<file path="config.mk">
export PLATFORM = sky130hd
export DESIGN_NAME = gpio_bank_ctrl
export DESIGN_NICKNAME = d
export VERILOG_FILES = /design/src/rtl/gpio_bank_pkg.sv /design/src/rtl/gpio_sync_chain.sv /design/src/rtl/gpio_reg_bank.sv /design/src/rtl/gpio_bank_ctrl.sv
export SDC_FILE = /design/constraint.sdc
export NUM_CORES = 1
export LEC_CHECK = 0
export ABC_AREA = 1
export BUFFER_PORTS_ARGS = -buffer_cell sky130_fd_sc_hd__buf_2
export CAP_MARGIN = 25
export CORE_MARGIN = 1.5
export CORE_UTILIZATION = 25
export CTS_CLUSTER_SIZE = 30
export DETAILED_ROUTE_END_ITERATION = 7
export PLACE_DENSITY = 0.51
export SLEW_MARGIN = 15
export SYNTH_ARGS = -nofsm -noshare
export SYNTH_HDL_FRONTEND = slang
export SYNTH_SLANG_ARGS = --single-unit
</file>
<file path="constraint.sdc">
create_clock -name clk -period 1.55 [get_ports clk]
set_clock_uncertainty 0.05 [all_clocks]
set_input_delay 0.155 -clock clk [delete_from_list [all_inputs] [get_ports clk]]
set_output_delay 0.155 -clock clk [all_outputs]
set_load 0.01 [all_outputs]
</file>
<file path="src/rtl/gpio_bank_pkg.sv">
package gpio_bank_pkg;
   localparam int WIN_BITS = 6;   // 64-byte window per bank

   typedef enum logic [3:0] {
      REG_MSTAT = 4'h0,
      REG_RSTAT = 4'h1,
      REG_MSET  = 4'h2,
      REG_MCLR  = 4'h3,
      REG_DIR   = 4'h4,
      REG_OUT   = 4'h5,
      REG_PIN   = 4'h6,
      REG_MODE  = 4'h8
   } reg_sel_e;
endpackage

</file>
<file path="src/rtl/gpio_sync_chain.sv">
module gpio_sync_chain #(
   parameter int W      = 32,
   parameter int STAGES = 2
) (
   input  logic         clk,
   input  logic         rst_n,
   input  logic [W-1:0] d,
   output logic [W-1:0] q
);
   logic [W-1:0] stg [STAGES];

   generate
      for (genvar s = 0; s < STAGES; s++) begin : g_stage
         if (s == 0) begin : g_first
            always_ff @(posedge clk) begin
               if (!rst_n) stg[0] <= '0;
               else        stg[0] <= d;
            end
         end else begin : g_next
            always_ff @(posedge clk) begin
               if (!rst_n) stg[s] <= '0;
               else        stg[s] <= stg[s-1];
            end
         end
      end
   endgenerate

   assign q = stg[STAGES-1];
endmodule

</file>
<file path="src/rtl/gpio_reg_bank.sv">
module gpio_reg_bank
   import gpio_bank_pkg::*;
#(
   parameter int W = 8
) (
   input  logic         clk,
   input  logic         rst_n,
   input  logic         acc_wr,
   input  reg_sel_e     acc_off,
   input  logic [W-1:0] wr_data,
   input  logic [W-1:0] pin_lvl,
   output logic [W-1:0] rd_data,
   output logic [W-1:0] dir_q,
   output logic [W-1:0] out_q,
   output logic [W-1:0] pend
);
   logic [W-1:0] mask_q, mode_q, stat_q, prev_q;
   logic [W-1:0] set_v, clr_v;

   // level mode: high level sets; edge mode: rise of the synchronized pin sets
   assign set_v = (mode_q & pin_lvl) | (~mode_q & pin_lvl & ~prev_q);
   assign clr_v = (acc_wr && acc_off == REG_RSTAT) ? wr_data : '0;
   assign pend  = stat_q & ~mask_q;

   always_ff @(posedge clk) begin
      if (!rst_n) begin
         dir_q  <= '0;
         out_q  <= '0;
         mode_q <= '0;
         mask_q <= '1;
         stat_q <= '0;
         prev_q <= '0;
      end else begin
         prev_q <= pin_lvl;
         stat_q <= (stat_q & ~clr_v) | set_v;   // set wins over clear
         if (acc_wr) begin
            case (acc_off)
               REG_DIR:  dir_q  <= wr_data;
               REG_OUT:  out_q  <= wr_data;
               REG_MODE: mode_q <= wr_data;
               REG_MSET: mask_q <= mask_q | wr_data;
               REG_MCLR: mask_q <= mask_q & ~wr_data;
               default:  ;
            endcase
         end
      end
   end

   always_comb begin
      case (acc_off)
         REG_MSTAT: rd_data = pend;
         REG_RSTAT: rd_data = stat_q;
         REG_MSET:  rd_data = mask_q;
         REG_DIR:   rd_data = dir_q;
         REG_OUT:   rd_data = out_q;
         REG_PIN:   rd_data = pin_lvl;
         REG_MODE:  rd_data = mode_q;
         default:   rd_data = '0;
      endcase
   end

   AST_MASK_SET: assert property (@(posedge clk) disable iff (!rst_n)
      (acc_wr && acc_off == REG_MSET) |=> ((mask_q & $past(wr_data)) == $past(wr_data)));
   AST_MASK_CLR: assert property (@(posedge clk) disable iff (!rst_n)
      (acc_wr && acc_off == REG_MCLR) |=> ((mask_q & $past(wr_data)) == '0));
   AST_STAT_CLR: assert property (@(posedge clk) disable iff (!rst_n)
      (acc_wr && acc_off == REG_RSTAT) |=> ((stat_q & $past(wr_data) & ~$past(set_v)) == '0));
   AST_LEVEL_HOLD: assert property (@(posedge clk) disable iff (!rst_n)
      (|(mode_q & pin_lvl)) |=> ((stat_q & $past(mode_q & pin_lvl)) == $past(mode_q & pin_lvl)));
   AST_DIR_WRITE: assert property (@(posedge clk) disable iff (!rst_n)
      (acc_wr && acc_off == REG_DIR) |=> (dir_q == $past(wr_data)));
endmodule

</file>
<file path="src/rtl/gpio_bank_ctrl.sv">
module gpio_bank_ctrl
   import gpio_bank_pkg::*;
#(
   parameter int NUM_BANKS   = 4,
   parameter int BANK_W      = 8,
   parameter int DATA_W      = 32,
   parameter int ADDR_W      = 8,
   parameter int SYNC_STAGES = 2,
   localparam int PINS       = NUM_BANKS * BANK_W,
   localparam int BANK_SEL_W = (NUM_BANKS > 1) ? $clog2(NUM_BANKS) : 1
) (
   input  logic              clk,
   input  logic              rst_n,
   input  logic              bus_valid,
   input  logic              bus_we,
   input  logic [ADDR_W-1:0] bus_addr,
   input  logic [DATA_W-1:0] bus_wdata,
   output logic [DATA_W-1:0] bus_rdata,
   input  logic [PINS-1:0]   pad_in,
   output logic [PINS-1:0]   pad_out,
   output logic [PINS-1:0]   pad_oe,
   output logic              irq
);
   generate
      if (SYNC_STAGES < 2) begin : g_bad_sync
         $error("SYNC_STAGES must be at least 2");
      end
      if ((1 << BANK_SEL_W) != NUM_BANKS || NUM_BANKS < 2) begin : g_bad_banks
         $error("NUM_BANKS must be a power of two, at least 2");
      end
      if (ADDR_W != WIN_BITS + BANK_SEL_W) begin : g_bad_addr
         $error("ADDR_W must equal window bits plus bank select bits");
      end
      if (BANK_W >= DATA_W) begin : g_bad_data
         $error("BANK_W must be narrower than DATA_W");
      end
   endgenerate

   logic [PINS-1:0]       pin_sync;
   logic                  acc_ok;
   logic [BANK_SEL_W-1:0] bank_idx;
   reg_sel_e              off_w;
   logic [BANK_W-1:0]     bank_rd   [NUM_BANKS];
   logic [NUM_BANKS-1:0]  bank_pend;
   logic [PINS-1:0]       dir_all, out_all;
   logic                  unused_wdata_hi;

   assign unused_wdata_hi = ^bus_wdata[DATA_W-1:BANK_W];
   assign acc_ok   = bus_valid && (bus_addr[1:0] == 2'b00);
   assign bank_idx = bus_addr[ADDR_W-1:WIN_BITS];
   assign off_w    = reg_sel_e'(bus_addr[WIN_BITS-1:2]);

   gpio_sync_chain #(.W(PINS), .STAGES(SYNC_STAGES)) u_sync (
      .clk   (clk),
      .rst_n (rst_n),
      .d     (pad_in),
      .q     (pin_sync)
   );

   generate
      for (genvar b = 0; b < NUM_BANKS; b++) begin : g_bank
         logic              wr_b;
         logic [BANK_W-1:0] pend_b;
         assign wr_b = acc_ok && bus_we && (bank_idx == BANK_SEL_W'(b));

         gpio_reg_bank #(.W(BANK_W)) u_bank (
            .clk     (clk),
            .rst_n   (rst_n),
            .acc_wr  (wr_b),
            .acc_off (off_w),
            .wr_data (bus_wdata[BANK_W-1:0]),
            .pin_lvl (pin_sync[b*BANK_W +: BANK_W]),
            .rd_data (bank_rd[b]),
            .dir_q   (dir_all[b*BANK_W +: BANK_W]),
            .out_q   (out_all[b*BANK_W +: BANK_W]),
            .pend    (pend_b)
         );
         assign bank_pend[b] = |pend_b;
      end
   endgenerate

   assign pad_oe    = ~dir_all;
   assign pad_out   = out_all & ~dir_all;
   assign irq       = |bank_pend;
   assign bus_rdata = (acc_ok && !bus_we) ? DATA_W'(bank_rd[bank_idx]) : '0;

   AST_PAD_GATED: assert property (@(posedge clk) disable iff (!rst_n)
      ((pad_out & ~pad_oe) == '0));
   AST_IDLE_READ: assert property (@(posedge clk) disable iff (!rst_n)
      (!bus_valid) |-> (bus_rdata == '0));
endmodule

</file>
# Yosys cells after proc, flatten, opt, wreduce, memory -nomap -nowiden
# Memory sizes are Yosys's and may differ from the RTL's.
# Index checks and enable logic that the tools add are counted.
dict set report word_totals {
  reg_bits 192
  ramBits 64
  out_inout_bits 97
  memories 1
}
# name depth word_bits read_ports rd_ports_with_merged_regs write_ports line
set memory_table {}
lappend memory_table {u_sync.stg 2 32 2 0 2 gpio_sync_chain.sv:10} ;# logic [W-1:0] stg [STAGES];
dict set report classes {
  order_cmp 1
  n_eq_ne 10
  muxes 20
  n_bitwise 58
  reduce_logical 33
}
# operator count
set ops {}
lappend ops {{$pmux W8 S7} 4}
lappend ops {{$and A8 B8 Y8} 24}
lappend ops {{$not A8 Y8} 17}
lappend ops {{$or A8 B8 Y8} 12}
lappend ops {{$mux W32} 2}
lappend ops {{$pmux W8 S2} 4}
lappend ops {{$mux W8} 7}
lappend ops {{$and A32 B32 Y32} 1}
lappend ops {{$not A32 Y32} 1}
lappend ops {{$reduce_and A2 Y1} 16}
lappend ops {{$reduce_or A32 Y1} 1}
lappend ops {{$bmux W8 S2} 1}
lappend ops {{$eq A4 B3 Y1 const B} 3}
lappend ops {{$logic_and A1 B1 Y1} 11}
lappend ops {{$eq A4 B2 Y1 const B} 2}
lappend ops {{$eq A2 B2 Y1 const B} 2}
lappend ops {{$eq A4 B1 Y1 const B} 1}
lappend ops {{$eq A4 B4 Y1 const B} 1}
lappend ops {{$logic_not A2 Y1} 2}
lappend ops {{$logic_not A4 Y1} 1}
lappend ops {{$ge A3 B3 Y1 const B} 1}
lappend ops {{$not A2 Y3} 1}
lappend ops {{$eq A2 B1 Y1 const B} 1}
lappend ops {{$mux W1} 2}
lappend ops {{other kinds (3)} 4}

# Longest topological paths before layout
# Gate-level depths: netlist (run 1).
dict set report logic_depth {
  word_depth 9
  ltp_mapped 12
  depth_no_buf 10
}

# Cells and area by module
# From an unflattened synthesis (run 1), not the netlist that was laid out.
dict set report hier_totals {
  cells_unflattened 2286
  hier_area_um2 13877.1
}
# module instances cells_each area_per_inst_um2
set by_module_without_submodules {}
lappend by_module_without_submodules {gpio_reg_bank 4 460 2732.6}
lappend by_module_without_submodules {gpio_sync_chain 1 199 1840.5}
lappend by_module_without_submodules {gpio_bank_ctrl 1 247 1106.1}

# Least setup slack after synthesis (run 1)
# No wires, ideal clock.
dict set report synth_timing {
  kind {input -> output}
  start {in bus_addr[2]}
  end {out bus_rdata[0]}
  arrival_time_ps 1304
  t_required_ps 1345
  path_slack_ps 41
  cell_stages 11
  n_path_buf 2
  cell_sequence {nor2_2 > buf_2 > buf_2 > nand3_1 > nand2_1 > nor2_1 > nand2_1 > nand2_1 > nand2_1 > nor2_1 > nor2_1}
}
dict set report synth_via {
  elab_chain_cells 6
}
# item line
set synth_lines {}
lappend synth_lines {{start, declared} gpio_bank_ctrl.sv:16} ;# input logic [ADDR_W-1:0] bus_addr,
lappend synth_lines {{$eq A4 B4 Y1 (tied with other cells)} gpio_reg_bank.sv:50} ;# case (acc_off)
lappend synth_lines {{$pmux W8 S7} gpio_reg_bank.sv:50}
lappend synth_lines {{$bmux W8 S2 (*)} gpio_bank_ctrl.sv:85} ;# assign bus_rdata = (acc_ok && !bus_we) ? DATA_W'(bank_rd[bank_idx]) : '0;
lappend synth_lines {{$mux W8 (not written as such) (*) (2 in series)} gpio_bank_ctrl.sv:85}
lappend synth_lines {{$mux W8 (*)} gpio_bank_ctrl.sv:85}
lappend synth_lines {{end, declared} gpio_bank_ctrl.sv:18} ;# output logic [DATA_W-1:0] bus_rdata,
# Every way passes the cells marked *; elsewhere a longest branch is shown, timed or not. The select of a mux whose other input is x is not followed.

# Worst setup path in the final report (run 1)
dict set report layout_timing {
  start {reg g_bank[2].u_bank.stat_q[4]}
  end {out irq}
}
dict set report layout_via {
  elab_chain_cells 2
}
# item line
set layout_lines {}
lappend layout_lines {{start, declared} gpio_reg_bank.sv:17} ;# logic [W-1:0] mask_q, mode_q, stat_q, prev_q;
lappend layout_lines {{start signal, assigned} gpio_reg_bank.sv:35} ;# stat_q <= (stat_q & ~clr_v) | set_v;
lappend layout_lines {{$and A8 B8 Y8} gpio_reg_bank.sv:23} ;# assign pend = stat_q & ~mask_q;
lappend layout_lines {{$reduce_or A32 Y1} gpio_bank_ctrl.sv:84} ;# assign irq = |bank_pend;
lappend layout_lines {{end, declared} gpio_bank_ctrl.sv:22} ;# output logic irq
# No other way between the ends.

==> results.toml, run 1 <==
[clock_tree]
clock_path_buffers = 3
root_buffer = "clkbuf_16"
cts_buffers = 31
clk_pin_slew_ns = 0.06
clk_latency_ns = 0.58
cts_sinks = 256
h-tree-depth = 1
cts_tree = "built"

[worst_setup_path]
reg2regPathDepth = 2
crit-reg2reg-launch = "g_bank[1].u_bank.mode_q[7]"
crit_family = "simple AND/OR/NAND/NOR gates"
crit_type = "reg2out"
crit_slowest_cell = "dfxtp_2"
crit_fanout = 2
cp.arrival_ns = 1.85
end_kind = "output port"
critPathBufInv = 2
critical_path.max_stage_delay_ns = 0.32
critPathCapture = "irq"
worst_setup_path_start_kind = "flop"
cpMostUsedCell = "nand2_2"
crit_start = "g_bank[2].u_bank.stat_q[4]"
rrSetupSlack_ns = 0.54
worst-path-stages = 7
crit_required_ns = 1.34
path_cells = "inv_2 -> nor2_4 -> nor4_2 -> nand2_2 -> nor2_2 -> nand2_2 -> buf_6"
r2r-end = "g_bank[1].u_bank.stat_q[7]"

[die]
core_um2 = 45500
die-area_um2 = 47600
initial_core_util = 0.254
ios = 173
die_height_um = 218
die_w_um = 218
num_rows = 78

[detailed_routing]
remaining_drc_errors = 0
first_pass_iters = 5
vias = 11600
ant_nets = 0
drtIter0Drc = 1216
totalWireLength_mm = 41.7
via_per_inst = 4.55
wl_per_cell_um = 16.3

[finish]
drive_gt1_frac = 0.234
layout_commonest_cell = "nand2_1"
final_core_utilization = 0.341
layout.nets = 2001
n_antenna_cell = 0
synthToLayoutAreaGrowth_pct = 34.0
fin_area_um2 = 15500
most-common-layout-cells = "nand2_1, nand3_1, inv_1, dfxtp_1, o21ai_0"

[job]
maxCapViolCount = 0

[outcome]
violations = "setup timing"
status = "finished with violations"

[yosys]
ys_ff_latch = 256
syn_area_per_cell_um2 = 6.73
synth_top_area_frac = 0.443
ys.warnings.count = 0
netlist_instances = 1719
synth_seq_area_share = 0.443
synth.distinct_cells = 20
ys_top_cells_by_area = "dfxtp_1, nand3_1, nand2_1"
synth.largest_area_cell = "dfxtp_1"
synthesis.area_um2 = 11600

[timing]
final_max_slew_viol_count = 0
worst_pin_slew_ns = 0.618
fin_crit_ns = 2.05
min_period_over_period = 1.32
finalHoldViolations = 0
setup_slack_ns = -0.501
slew_headroom = 0.588
clock.fmax_mhz = 488
rsz0062_at_grt = "yes"
setup_viol_count_final = 9
fin_tns_setup_ns = -4.02

[place]
portBuffers = 124
dp_hpwl_mm = 29.7
place.gp.congestion = 0.930
place_area_um2 = 13600

[global_routing]
grt.overflow.total = 0
grt_util_all_layers = 0.172
antenna_found_initial = 0
grt_pass1_vias = 10800
grt_max_degree = 49
grt_pass1_wl_mm = 63.8

[pwr]
p_leak_nw = 7.17
netSwitchingPower_mw = 3.95
p_sw_frac = 0.253
power-per-cell-area_nw_per_um2 = 1010
peakVddDrop_uv = 816
power_frac_seq = 0.437
finalPower_mw = 15.6
pwr-share-clk = 0.483
intPower_mw = 11.7
comb_power_share = 0.080

[min_path]
hp-start = "bus_wdata[4]"
hold_class = "in2reg"
hold_path_depth = 4
[metal layers]
| layer | part of all wire | GRT usage | vias to the layer above | routed length (µm) |
|---|---|---|---|---|
| met1 | 0.51 | 0.262 | 5300 | 21100 |
| met5 | 0 | 0 | - | 0 |
| met4 | 0.029 | 0.0490 | 0 | 1220 |
| li1 | - | - | 5809 | - |
| met2 | 0.40 | 0.249 | 437 | 16600 |
| met3 | 0.067 | 0.0227 | 60 | 2810 |
[worst min path at each step]
stage                            endpoint
2_1_floorplan            u_sync.stg[0][0]
3_3_place_gp             u_sync.stg[0][6]
3_5_place_dp             u_sync.stg[0][8]
4_1_cts                              flop
5_1_grt                              flop
6_report       g_bank[3].u_bank.mode_q[4]
[tightest hold or removal path: stages]
cell     delay [ns]
buf_2          0.09
inv_1          0.03
buf_4          0.21
a21oi_1        0.14
[cell families (layout without fill, tap and decap cells)]
logic type | after synthesis | in the layout | synth area share
flops | 256 | 256 | 0.443
other cells | 1 | 24 | 0.000324
simple gates | 762 | 762 | 0.283
buf+inv | 380 | 587 | 0.135
compound gates | 320 | 320 | 0.138
[Yosys cell counts (all sizes together)]
| cell type | n |
|---|---|
| nor3 | 1 |
| dfxtp | 256 |
| clkbuf | 66 |
| nor2 | 194 |
| inv | 255 |
| nand3 | 257 |
| buf | 59 |
| conb | 1 |
| a21oi | 96 |
| nor3b | 1 |
| nand2 | 301 |
| o21ai | 224 |
| nor4 | 8 |
[cell type report]
cell class | count | area, µm²
Clock buffer | 36 | 825
Clock inverter | 21 | 235
Fill cell | 4944 | 30000
Inverter | 255 | 962
Multi-Input combinational cell | 1106 | 5340
Sequential cell | 256 | 5170
Tap cell | 600 | 751
Timing Repair Buffer | 275 | 2220
[power by group through the flow]
stage	logic [mW]	clock network (mW)	registers, mW
6_report	1.25	7.54	6.82
5_1_grt	1.37	8.00	6.83
3_5_place_dp	1.13	0	6.95
3_3_place_gp	1.13	0	6.95
2_1_floorplan	0.634	0	6.92
4_1_cts	1.23	7.74	6.81
[metrics by stage]
step | cells | setup WS, ns | hold WS (ns)
finish | 2549 | -0.501 | 0.0391
global route | 2549 | -0.574 | 0.0358
CTS | 2548 | -0.521 | 0.00798
detailed placement | 2450 | -0.388 | 0.289
global placement | 2450 | -0.413 | 0.298
floorplan | 1742 | 0.0408 | 0.203
[repair_timing]
action	4_1_cts	5_1_grt
setup buffers	6	1
setup endpoints to repair	9	10
endpoints found under the hold margin	63	0
hold buffers	36	0
pin swaps	52	31
resized for setup	108	50
No activity file was read; power rests on OpenSTA's default activity.
==> run 2: changes to the inputs <==
--- a/config.mk
+++ b/config.mk
@@ -9,10 +9,11 @@
 export BUFFER_PORTS_ARGS = -buffer_cell sky130_fd_sc_hd__buf_2
 export CAP_MARGIN = 25
 export CORE_MARGIN = 1.5
-export CORE_UTILIZATION = 25
+export CORE_UTILIZATION = 45
 export CTS_CLUSTER_SIZE = 30
 export DETAILED_ROUTE_END_ITERATION = 7
-export PLACE_DENSITY = 0.51
+export HOLD_SLACK_MARGIN = 0.1
+export PLACE_DENSITY = 0.69
 export SLEW_MARGIN = 15
 export SYNTH_ARGS = -nofsm -noshare
 export SYNTH_HDL_FRONTEND = slang
==> run 2 against run 1 <==
Compared with the run above: the run still ends with setup timing left; non-clock buffer count grew 18; fmax shrank 3.3%; register-to-register slack gained 0.10 ns; cell count shrank 10%; highest routed layer unchanged; critical path depth grew 2; global-route usage grew 9.3 points; count of clock-buffer cells in the layout grew 6; die area shrank 44%; largest cell class unchanged.
==> results.toml, run 2 (synthesis gave the netlist of run 1 again) <==
[timing]
fin_crit_ns = 2.12
slew_headroom = 0.574
setup_viol_count_final = 9
clock.fmax_mhz = 471
holdWs_ns = 0.204
finalHoldViolations = 0
setup_slack_ns = -0.571
rsz0062_at_grt = "yes"
min_period_over_period = 1.37
worst_pin_slew_ns = 0.638
final_max_slew_viol_count = 0

[clock_tree]
cts_buffers = 29
cts_tree = "built"
cts_sinks = 256
h-tree-depth = 1
root_buffer = "clkbuf_16"
clk_pin_slew_ns = 0.06
clock_path_buffers = 3
clk_latency_ns = 0.55

[worst_setup_path]
cp.arrival_ns = 1.92
path_cells = "inv_2 -> nor2_4 -> buf_4 -> nor4_2 -> buf_4 -> nand2_4 -> nor2_1 -> nand2_1 -> buf_2"
crit-reg2reg-launch = "g_bank[2].u_bank.mode_q[7]"
critical_path.max_stage_delay_ns = 0.32
crit_fanout = 2
crit_type = "reg2out"
crit_slowest_cell = "dfxtp_2"
worst_setup_path_start_kind = "flop"
crit_family = "buffers and inverters"
critPathBufInv = 4
crit_required_ns = 1.34
end_kind = "output port"
rrSetupSlack_ns = 0.64
crit_start = "g_bank[1].u_bank.stat_q[0]"
cpMostUsedCell = "buf_4"

[place]
dp_hpwl_mm = 24.8
portBuffers = 124
place.gp.congestion = 0.942
post-place-ws_ns = -0.359

[detailed_routing]
ant_nets = 0
remaining_drc_errors = 0
wl_per_cell_um = 15.8
first_pass_iters = 6
via_per_inst = 5.17
totalWireLength_mm = 36.3
drtIter0Drc = 1520
vias = 11900

[global_routing]
grt_use_met2 = 0.391
antenna_found_initial = 0
grt_util_all_layers = 0.265
use_met1 = 0.386
grt_pass1_wl_mm = 56.6
grt.overflow.total = 0
busiest_layer = "met2"
gr-usage-met3 = 0.0429
grt_pass1_vias = 10500
grt_max_degree = 67

[finish]
layout.nets = 2017
n_antenna_cell = 0
drive_gt1_frac = 0.260
synthToLayoutAreaGrowth_pct = 32.5
most-common-layout-cells = "nand2_1, nand3_1, inv_1, dfxtp_1, o21ai_0"
final_core_utilization = 0.609
layout_commonest_cell = "nand2_1"

[min_path]
hold_class = "in2reg"
hp-start = "bus_addr[6]"

[pwr]
power-per-cell-area_nw_per_um2 = 988
p_leak_nw = 7.21
peakVddDrop_uv = 834

[die]
die_w_um = 163
ios = 173
core_um2 = 25200
die_height_um = 163
initial_core_util = 0.460
num_rows = 58
die-area_um2 = 26700

[outcome]
violations = "setup timing"
status = "finished with violations"

[job]
maxCapViolCount = 0
## run 2: changes by cell type in the layout (fill, tap and decap cells not counted), moves of 7 or more
cell           delta
dlygate4sd3_1     +7
dfxtp_1           -7
nand3_1          -12
nand2_2           +8
buf_12           -10
dfxtp_2           +7
inv_1             -7
nor2_1           -18
nor2_2           +10
nor2_4            +8
nand3_2          +12
nand2_1          -10
buf_4            +15
## run 2: stage by stage
step | power [mW] | instance area, µm² | cells | TNS, ns
2_1_floorplan | 7.55 | 11700 | 1742 | 0
3_3_place_gp | 8.00 | 13200 | 2183 | -27.10
3_5_place_dp | 8.01 | 13200 | 2183 | -29.21
4_1_cts | 15.2 | 15000 | 2288 | -3.74
5_1_grt | 15.6 | 15300 | 2292 | -4.80
6_report | 15.1 | 15300 | 2292 | -4.00
## run 2: metal layers
| metal | wire [µm] | part of all wire |
|---|---|---|
| met5 | 0 | 0 |
| met4 | 1300 | 0.036 |
| met3 | 3540 | 0.098 |
| met2 | 15000 | 0.41 |
| met1 | 16500 | 0.45 |
## run 2: area by class of cell
class	instances	area [µm²]
clock buffers	42	835
clock inverters	10	154
fillers	2320	9840
inverters	255	965
multi-input cells	1106	5500
flip-flops and latches	256	5180
well taps	330	413
repair buffers	293	2290
## run 2: worst register-to-register path, cell delays in order (launching register included)
cell     delay, ns
dfxtp_1       0.33
o21ai_0       0.28
o21ai_0       0.13
## run 2: worst paths after layout
| kind | cells past startpoint | to |
|---|---|---|
| setup reg to reg | 2 | g_bank[2].u_bank.stat_q[7] |
| hold reg to reg | 2 | u_sync.stg[1][23] |
| setup / recovery | 9 | irq |
| hold / removal | 7 | flop |
## run 2: what timing repair did
action                                 CTS  global route
resized for setup                      138            86
buffers inserted                        10             4
pin swaps                               71            67
cloned                                   0             1
hold buffers                            43             0
setup endpoints to repair                9            12
endpoints found under the hold margin  107             0
## run 2: where the power goes
part           internal (mW)  total, mW  switching (mW)
clock                   4.37       7.07            2.70
combinational          0.458       1.27           0.809
sequential              6.74       6.82          0.0728
